`src/rtl/hz_pkg.sv`:
```
package hz_pkg;
  localparam int REG_AW = 5;

  typedef logic [REG_AW-1:0] reg_idx_t;

  typedef enum logic [1:0] {
    SRC_RF  = 2'b00,
    SRC_WB  = 2'b01,
    SRC_MEM = 2'b10
  } opnd_src_e;

  // A producer supplies a register only if it writes and the target is not r0.
  function automatic logic producer_hits(input reg_idx_t dst, input logic wen,
                                         input reg_idx_t src);
    return wen && (dst != '0) && (dst == src);
  endfunction
endpackage

```
`src/rtl/hz_operand_fwd.sv`:
```
module hz_operand_fwd
  import hz_pkg::*;
(
  input  logic      clk,
  input  logic      rst_n,
  input  reg_idx_t  src,
  input  reg_idx_t  mem_dst,
  input  logic      mem_wen,
  input  reg_idx_t  wb_dst,
  input  logic      wb_wen,
  output opnd_src_e sel,
  output logic      mem_match,
  output logic      wb_match
);
  assign mem_match = producer_hits(mem_dst, mem_wen, src);
  assign wb_match  = producer_hits(wb_dst, wb_wen, src);

  always_comb begin
    if (mem_match)     sel = SRC_MEM;
    else if (wb_match) sel = SRC_WB;
    else               sel = SRC_RF;
  end

  p_mem_fwd_r1: assert property (@(posedge clk) disable iff (!rst_n)
    (mem_wen && mem_dst != '0 && mem_dst == src) |-> sel == SRC_MEM);
  p_wb_fwd_r2: assert property (@(posedge clk) disable iff (!rst_n)
    (wb_wen && wb_dst != '0 && wb_dst == src && !mem_match) |-> sel == SRC_WB);
  p_younger_wins_r3: assert property (@(posedge clk) disable iff (!rst_n)
    (mem_match && wb_match) |-> sel == SRC_MEM);
  p_r0_never_r4: assert property (@(posedge clk) disable iff (!rst_n)
    (src == '0) |-> sel == SRC_RF);
  p_no_code3_r9: assert property (@(posedge clk) disable iff (!rst_n)
    sel != 2'b11);
endmodule

```
`src/rtl/hz_load_use.sv`:
```
module hz_load_use
  import hz_pkg::*;
(
  input  logic     clk,
  input  logic     rst_n,
  input  logic     ld_in_ex,
  input  reg_idx_t ld_dst,
  input  logic     ld_wen,
  input  reg_idx_t use_a,
  input  reg_idx_t use_b,
  output logic     hold
);
  logic hit_a, hit_b;
  assign hit_a = producer_hits(ld_dst, ld_wen, use_a);
  assign hit_b = producer_hits(ld_dst, ld_wen, use_b);
  assign hold  = ld_in_ex && (hit_a || hit_b);

  p_no_stall_wo_load_r5: assert property (@(posedge clk) disable iff (!rst_n)
    !ld_in_ex |-> !hold);
  p_no_stall_r0_r5: assert property (@(posedge clk) disable iff (!rst_n)
    (ld_dst == '0 || !ld_wen) |-> !hold);
endmodule

```
`src/rtl/hz_id_bypass.sv`:
```
module hz_id_bypass
  import hz_pkg::*;
#(
  parameter bit WB_LATE_WRITE = 1'b0
) (
  input  logic     clk,
  input  logic     rst_n,
  input  reg_idx_t id_src,
  input  reg_idx_t wb_dst,
  input  logic     wb_wen,
  output logic     take_wb
);
  generate
    if (WB_LATE_WRITE) begin : g_late
      assign take_wb = producer_hits(wb_dst, wb_wen, id_src);
      p_late_take_r8: assert property (@(posedge clk) disable iff (!rst_n)
        (!wb_wen || wb_dst == '0) |-> !take_wb);
    end else begin : g_early
      logic unused_ok;
      assign unused_ok = ^{id_src, wb_dst, wb_wen};
      assign take_wb = 1'b0;
      p_early_quiet_r7: assert property (@(posedge clk) disable iff (!rst_n)
        !take_wb);
    end
  endgenerate
endmodule

```
`src/rtl/fwd_hazard_unit.sv`:
```
module fwd_hazard_unit
  import hz_pkg::*;
#(
  parameter bit WB_LATE_WRITE = 1'b0
) (
  input  logic              clk,
  input  logic              rst_n,
  input  logic [REG_AW-1:0] ex_src_a,
  input  logic [REG_AW-1:0] ex_src_b,
  input  logic [REG_AW-1:0] ex_dst,
  input  logic              ex_wen,
  input  logic              ex_is_load,
  input  logic [REG_AW-1:0] id_src_a,
  input  logic [REG_AW-1:0] id_src_b,
  input  logic [REG_AW-1:0] mem_dst,
  input  logic              mem_wen,
  input  logic [REG_AW-1:0] wb_dst,
  input  logic              wb_wen,
  output logic [1:0]        alu_a_sel,
  output logic [1:0]        alu_b_sel,
  output logic              stall_fetch,
  output logic              bubble_idex,
  output logic              id_a_take_wb,
  output logic              id_b_take_wb
);
  localparam int NUM_OPND = 2;

  reg_idx_t  ex_src [NUM_OPND];
  reg_idx_t  id_src [NUM_OPND];
  opnd_src_e opnd_sel [NUM_OPND];
  logic [NUM_OPND-1:0] mem_match, wb_match, id_take;

  assign ex_src[0] = ex_src_a;
  assign ex_src[1] = ex_src_b;
  assign id_src[0] = id_src_a;
  assign id_src[1] = id_src_b;

  generate
    for (genvar k = 0; k < NUM_OPND; k++) begin : g_opnd
      hz_operand_fwd u_fwd (
        .clk      (clk),
        .rst_n    (rst_n),
        .src      (ex_src[k]),
        .mem_dst  (mem_dst),
        .mem_wen  (mem_wen),
        .wb_dst   (wb_dst),
        .wb_wen   (wb_wen),
        .sel      (opnd_sel[k]),
        .mem_match(mem_match[k]),
        .wb_match (wb_match[k])
      );
      hz_id_bypass #(.WB_LATE_WRITE(WB_LATE_WRITE)) u_idb (
        .clk    (clk),
        .rst_n  (rst_n),
        .id_src (id_src[k]),
        .wb_dst (wb_dst),
        .wb_wen (wb_wen),
        .take_wb(id_take[k])
      );
    end
  endgenerate

  logic load_hold;
  hz_load_use u_ldu (
    .clk     (clk),
    .rst_n   (rst_n),
    .ld_in_ex(ex_is_load),
    .ld_dst  (ex_dst),
    .ld_wen  (ex_wen),
    .use_a   (id_src_a),
    .use_b   (id_src_b),
    .hold    (load_hold)
  );

  assign alu_a_sel    = opnd_sel[0];
  assign alu_b_sel    = opnd_sel[1];
  assign stall_fetch  = load_hold;
  assign bubble_idex  = load_hold;
  assign id_a_take_wb = id_take[0];
  assign id_b_take_wb = id_take[1];

  p_stall_bubble_pair_r6: assert property (@(posedge clk) disable iff (!rst_n)
    stall_fetch == bubble_idex);
  p_load_use_r5: assert property (@(posedge clk) disable iff (!rst_n)
    (ex_is_load && ex_wen && ex_dst != '0 && ex_dst == id_src_a) |-> stall_fetch);
endmodule

```
`config.mk`:
```
export PLATFORM = sky130hd
export DESIGN_NAME = fwd_hazard_unit
export DESIGN_NICKNAME = d
export VERILOG_FILES = /design/src/rtl/hz_pkg.sv /design/src/rtl/hz_operand_fwd.sv /design/src/rtl/hz_load_use.sv /design/src/rtl/hz_id_bypass.sv /design/src/rtl/fwd_hazard_unit.sv
export SDC_FILE = /design/constraint.sdc
export NUM_CORES = 1
export LEC_CHECK = 0
export BUFFER_PORTS_ARGS = -buffer_cell sky130_fd_sc_hd__buf_2
export CAP_MARGIN = 40
export CORE_AREA = 2 2 39 41
export DETAILED_ROUTE_END_ITERATION = 6
export DIE_AREA = 0 0 41 43
export PLACE_DENSITY_LB_ADDON = 0.3
export SYNTH_ARGS = -nofsm -noshare
export SYNTH_HDL_FRONTEND = slang
export SYNTH_SLANG_ARGS = --single-unit
```
`constraint.sdc`:
```
create_clock -name vclk -period 2.1
set_input_delay 0.42 -clock vclk [all_inputs]
set_output_delay 0.42 -clock vclk [all_outputs]
set_load 0.02 [all_outputs]
```
# After elaboration in Yosys (flattened, before gate mapping)
# Cells that the tools add are included.
[op_classes] n_eq_ne=6 n_mux=4 reduce_logical=14
[op_table] op="$eq 5x5->1" n=6
[op_table] op="$reduce_bool 5->1" n=3
[op_table] op="$logic_and 1x1->1" n=10
[op_table] op="$mux 2" n=2
[op_table] op="$mux 1" n=2
[op_table] op="$logic_or 1x1->1" n=1
[totals] regBits=0 wordCells=24

# Logic depth before layout (Yosys ltp)
# Gate-level depths: netlist (run 1).
[logic_depth] word_depth=5 mapped_depth=5 ltp_nobuf=4

# Hierarchy
# Synthesis (run 1) repeated with hierarchy kept, for this count alone.
[hier_totals] cells_unflattened=66 hier_area_um2=500.5
[by_module_without_submodules] mod="hz_operand_fwd" instances=2 cells_per_inst=22 area_each_um2=168.9 seq_area_each_um2=0.0
[by_module_without_submodules] mod="hz_load_use" instances=1 cells_per_inst=17 area_each_um2=132.6 seq_area_each_um2=0.0
[by_module_without_submodules] mod="hz_id_bypass" instances=2 cells_per_inst=2 area_each_um2=11.3 seq_area_each_um2=0.0
[by_module_without_submodules] mod="fwd_hazard_unit" instances=1 cells_per_inst=1 area_each_um2=7.5 seq_area_each_um2=0.0

# Least setup slack after synthesis (run 1)
# No wires, ideal clock.
[synth_path] kind="input to output" startpoint="input port mem_dst[2]" endpoint="output port alu_a_sel[0]" t_arrival_ps=1682 required_ps=1680 slack_ps=-2 stages=4 n_path_buf=0 cell_sequence="or4_1 o21ai_2 nor4_1 nor4_2"
[synth_between] elab_chain_len=4 elab_cells_between_ends=5 cone_classes="eq/ne (1); mux (1); reduce/logical (3)"
[synth_rtl] element="from (decl)" line="fwd_hazard_unit.sv:15" text="input logic [REG_AW-1:0] mem_dst,"
[synth_rtl] element="$reduce_bool 5->1" line="hz_pkg.sv:15" text="return wen && (dst != '0) && (dst == src);"
[synth_rtl] element="$logic_and 1x1->1" line="hz_pkg.sv:15"
[synth_rtl] element="$logic_and 1x1->1 (*)" line="hz_pkg.sv:15"
[synth_rtl] element="net g_opnd[0].u_fwd.mem_match" line="hz_operand_fwd.sv:12" text="output logic mem_match,"
[synth_rtl] element="$mux 2 (*)" line="hz_operand_fwd.sv:19" text="if (mem_match) sel = SRC_MEM;"
[synth_rtl] element="to (decl)" line="fwd_hazard_unit.sv:19" text="output logic [1:0] alu_a_sel,"
# The timed path passes the listed nets; every way through them passes the cells marked *.

# Worst setup path in the final report (run 1)
[layout_path] startpoint="input port wb_dst[3]" endpoint="output port alu_a_sel[0]"
[layout_between] elab_chain_len=5 elab_cells_between_ends=6 cone_classes="eq/ne (1); mux (2); reduce/logical (3)"
[layout_rtl] element="from (decl)" line="fwd_hazard_unit.sv:17" text="input logic [REG_AW-1:0] wb_dst,"
[layout_rtl] element="$reduce_bool 5->1" line="hz_pkg.sv:15"
[layout_rtl] element="$logic_and 1x1->1" line="hz_pkg.sv:15"
[layout_rtl] element="$logic_and 1x1->1 (*)" line="hz_pkg.sv:15"
[layout_rtl] element="$mux 1 (*)" line="hz_operand_fwd.sv:20" text="else if (wb_match) sel = SRC_WB;"
[layout_rtl] element="$mux 2 (*)" line="hz_operand_fwd.sv:19"
# Mark *: on every way between the ends. The rest lies on a longest branch, timed or not.

==> run summary, run 1 <==
DP Area -> 669.4 um^2
Postcts setup bufs -> 0
Hold WC Path Type -> input pin to output port
IO Pins -> 49
Cell Chain, Critical Path -> buf_4 > xor2_1 > or4_1 > nor4_2 > buf_4
Sequential fraction of the synthesis area -> 0%
Area contributors post-synth -> xor2_1 (40%), xnor2_1 (20%), buf_4 (8.6%)
Antenna Nets Post-Route -> 0
Synth warnings -> 0
Die width -> 41 um
Fmax -> 0.4835 GHz
Crit-path max FO -> 3
Final Core Density -> 50.45%
Library cells used by synthesis -> 13
DRC violations left -> 0
Via count -> 523
Top cell type's share of synthesized area -> 40.23%
Final Max Slew Viols -> 0
Synth Area per Inst -> 7.917 um^2
Initial Util -> 31.46%
Hold path endpoint -> stall_fetch
Worst Path Buf+Inv -> 2
Aggregate global routing overflow -> 0
Post-synthesis cell area -> 435.4 um^2
Site row count -> 14
First-pass detailed-route iteration total -> 2
Cell with the most instances after synthesis -> xor2_1
Layout cell share with drive strength beyond 1 -> 52.53%
Drt total wl -> 1084 um
Register area -> 0 um^2
Number of antenna diodes -> 0
Routed WL per cell -> 9.426 um
Status -> finished clean
Fin crit share -> 98.50%
CP startpoint -> wb_dst[3]
CLK BUF -> 0
Setup crit end kind -> output port
Largest net degree at the start of global routing -> 4
Static leakage -> 0.0003384 uW
Detailed Route Iter0 Violations -> 3
Global placer's final weighted congestion -> 0.6749
Critical path class -> input pin to output port
Top cells by count, synth -> xor2_1 (20), xnor2_1 (10), buf_4 (5), or4_1 (5), nand3_1 (4)
Core Region -> 0.001384 mm^2
Max-Cap Viols -> 0
Most frequent CP cell -> buf_4
Final Setup Violations -> 0
CP top delay family -> simple AND/OR/NAND/NOR gates
Filler Cells Inserted -> 151
Crit path arrival time -> 1.65 ns
Finished layout cell area -> 698.2 um^2
Seq_cells -> 0
Fin nets -> 142
Slowest cell on the critical path -> or4_1
Area grow syn2layout -> 60.34%
CP required -> 1.68 ns
Crit path time final -> 2.068 ns
TNS Setup -> 0 ns
Worst VDD drop -> 68.32 uV
Synth area leader -> xor2_1
Tot GR Track Use -> 12.79%
Fin Hold WS -> 1.206 ns
Delay of the slowest critical-path stage -> 0.52 ns
Die ar. -> 0.001763 mm^2
First-pass GRT wire length -> 1690 um
Vias in the first global route -> 486
Power per Cell Area -> 182.2 mW/mm^2
Chip height -> 43 um
Final number of hold-violating endpoints -> 0
Antenna violations before repair -> 0
RSZ-0062 raised after global routing -> yes
Hold-critical path depth -> 4
Cells after synthesis -> 55
Hold path start -> ex_wen
CTS Hold Bufs -> 0
I/O Buffers -> 45
Vias/cell -> 4.548
Pwr Total -> 127.2 uW
Startpoint Class -> input pin
==> per-stage QoR <==
step | setup WS [ns] | cells
after global placement | -0.03704 | 115
final | 0.03157 | 115
after CTS | -0.008948 | 115
after floorplan | 0.06729 | 56
after global routing | -0.03209 | 115
after detailed placement | -0.04722 | 115
==> tightest hold or removal path, cell delays in order <==
cell,delay [ns]
buf_2,0.09
o211ai_1,0.07
a21oi_1,0.05
buf_2,0.15
==> cell type report <==
type                       instances  area (um^2)  area share [%]
timing repair buffer              48        272.8           39.07
multi-input combinational         51        405.4           58.06
tap                               16        20.02           2.867
==> repair_timing <==
action / 4_1_cts / 5_1_grt
setup endpoints to repair: 2 / 2
gates resized for setup: 5 / 5
pin swaps: 1 / 2
==> how the worst max path moves through the flow <==
stage               slack, ns  cells past startpoint      endpoint
floorplan                0.07                      4  alu_a_sel[0]
global placement        -0.04                      6  alu_a_sel[0]
detailed placement      -0.05                      6  alu_b_sel[0]
CTS                    -0.009                      6  alu_a_sel[0]
global route            -0.03                      5  alu_a_sel[0]
finish                   0.03                      5  alu_a_sel[0]
==> logic make-up after synthesis <==
kind of cell | share of synthesized area [%]
and+or+nand+nor | 24.14
buffers and inverters | 8.622
xor gates and xnor gates | 60.34
AOI/OAI and AO/OA | 6.033
other | 0.8612
==> per-layer routing <==
metal	wire length [um]	vias to the layer above	GRT usage [%]
met1	348	212	12.03
met4	0	0	0
met5	0	-	0
met2	608	35	27.81
met3	127	0	0.5236
li1	-	276	-
==> cell usage in the layout, fill, tap and decap left out <==
| cell type | count |
|---|---|
| nor3_1 | 2 |
| nor4_2 | 2 |
| buf_2 | 38 |
| buf_6 | 2 |
| buf_4 | 8 |
| conb_1 | 2 |
| or4_1 | 4 |
| or4_4 | 1 |
| xor2_1 | 20 |
| o211ai_1 | 1 |
| a21oi_1 | 1 |
| xnor2_1 | 10 |
| o21ai_2 | 1 |
| nand3_1 | 4 |
| nor4_1 | 2 |
| o21ai_1 | 1 |
==> power breakdown <==
part	switching [uW]	total (uW)	internal, uW
combinational	57.6	127	69.6
clock	0	0	0
sequential	0	0	0
total	57.6	127	69.6
(Power assumes the default switching activity.)
==> inputs of run 2 (changes only) <==
--- a/config.mk
+++ b/config.mk
@@ -7,10 +7,13 @@
 export LEC_CHECK = 0
 export BUFFER_PORTS_ARGS = -buffer_cell sky130_fd_sc_hd__buf_2
 export CAP_MARGIN = 40
-export CORE_AREA = 2 2 39 41
+export CELL_PAD_IN_SITES_DETAIL_PLACEMENT = 1
+export CELL_PAD_IN_SITES_GLOBAL_PLACEMENT = 1
+export CORE_MARGIN = 2
+export CORE_UTILIZATION = 22
 export DETAILED_ROUTE_END_ITERATION = 6
-export DIE_AREA = 0 0 41 43
 export PLACE_DENSITY_LB_ADDON = 0.3
+export SLEW_MARGIN = 20
 export SYNTH_ARGS = -nofsm -noshare
 export SYNTH_HDL_FRONTEND = slang
 export SYNTH_SLANG_ARGS = --single-unit
==> run summary, run 2 (synthesis gave the netlist of run 1 again) <==
Status -> finished clean
RSZ-0062 raised after global routing -> yes
Critical path class -> input pin to output port
Vias/cell -> 4.237 (-6.8%)
Aggregate global routing overflow -> 0 (unchanged)
First-pass detailed-route iteration total -> 4 (+2)
Postcts setup bufs -> 0 (unchanged)
Max-Cap Viols -> 0 (unchanged)
Worst Path Buf+Inv -> 2 (unchanged)
Final number of hold-violating endpoints -> 0 (unchanged)
CLK BUF -> 0 (unchanged)
Chip height -> 48.49 um (+13%)
Fin nets -> 147 (+3.5%)
Largest net degree at the start of global routing -> 4 (unchanged)
Detail Placement HPWL -> 1466 um
Via count -> 555 (+6.1%)
Site row count -> 16 (+2)
Static leakage -> 0.0003592 uW (+6.1%)
Area grow syn2layout -> 75.00%
Initial Util -> 22.66% (-8.8 points)
Fin Hold WS -> 1.209 ns (+0.002960 ns)
Vias in the first global route -> 574 (+18%)
Core Region -> 0.001922 mm^2 (+39%)
I/O Buffers -> 45 (unchanged)
Detailed Route Iter0 Violations -> 6 (+3)
Fin crit share -> 98.58% (about the same)
Crit path time final -> 2.070 ns (+0.001654 ns)
Antenna Nets Post-Route -> 0 (unchanged)
Layout cell share with drive strength beyond 1 -> 57.69% (+5.2 points)
Most frequent cells in the layout -> buf_2 (43), xor2_1 (20), xnor2_1 (10), buf_4 (10), nand3_1 (4)
Startpoint Class -> input pin
Hold WC Path Type -> input pin to output port
Delay of the slowest critical-path stage -> 0.55 ns (+0.03 ns)
IO Pins -> 49 (unchanged)
TNS Setup -> 0 ns (unchanged)
Setup crit end kind -> output port
Number of antenna diodes -> 0 (unchanged)
Cell Chain, Critical Path -> buf_2 > or4_4 > o21ai_4 > nor4_2 > nor4_4 > buf_4
First-pass GRT wire length -> 2587 um (+53%)
Drt total wl -> 1549 um (+43%)
Global placer's final weighted congestion -> 0.7182 (+6.4%)
Power per Cell Area -> 187.4 mW/mm^2 (+2.8%)
Die width -> 48.49 um (+18%)
Crit path arrival time -> 1.65 ns (about the same)
Register area -> 0 um^2 (unchanged)
CTS Hold Bufs -> 0 (unchanged)
Pwr Total -> 142.8 uW (+12%)
Commonest non-fill, non-tap cell in the layout -> buf_2
Fmax -> 0.4831 GHz (about the same)
Crit-path max FO -> 2 (-1)
CP top delay family -> simple AND/OR/NAND/NOR gates
CP required -> 1.68 ns (about the same)
Seq_cells -> 0 (unchanged)
Routed WL per cell -> 11.82 um (+25%)
Worst VDD drop -> 59.60 uV (-13%)
Tot GR Track Use -> 13.61% (+0.82 points)
Slowest cell on the critical path -> or4_4
DRC violations left -> 0 (unchanged)
Final Max Slew Viols -> 0 (unchanged)
Final Setup Violations -> 0 (unchanged)
Antenna violations before repair -> 0 (unchanged)
Die ar. -> 0.002351 mm^2 (+33%)
run 2: final cells by class:
cell class,instances,area [um^2]
well taps,27,33.78
multi-input cells,51,437.9
repair buffers,53,290.3
fillers,269,1160
run 2: path summary, 6_finish.rpt:
check                   from            to  cells after the start
setup / recovery  mem_dst[3]  alu_b_sel[0]                      6
hold / removal        ex_wen   bubble_idex                      4
run 2: timing repair:
| item | 4_1_cts | 5_1_grt |
|---|---|---|
| gates cloned | 0 | 0 |
| endpoints found under the setup margin | 2 | 2 |
| resized for setup | 2 | 6 |
| pin swaps | 1 | 4 |
run 2: where the power goes:
part	switching, uW	total (uW)	leakage (uW)	internal, uW
clock	0	0	0	0
sequential	0	0	0	0
combinational	69.1	143	0.000359	73.6
total	69.1	143	0.000359	73.6
run 2: stage by stage:
| step | instance area, um^2 | util (%) | worst slack [ns] | cells |
|---|---|---|---|---|
| after floorplan | 439.2 | - | 0.06729 | 56 |
| after global placement | 720.7 | 37.50 | -0.04283 | 131 |
| after detailed placement | 720.7 | 37.50 | -0.04631 | 131 |
| after CTS | 725.7 | 37.76 | -0.02298 | 131 |
| after global routing | 762.0 | 39.65 | -0.05312 | 131 |
| final | 762.0 | 39.65 | 0.02991 | 131 |
run 2: layer usage:
layer,track usage (%),vias to the layer above,share of wire (%)
met5,0,-,0
met4,0,0,0
met3,2.160,0,6.6
met2,29.40,23,60
met1,14.20,247,33
li1,-,285,-
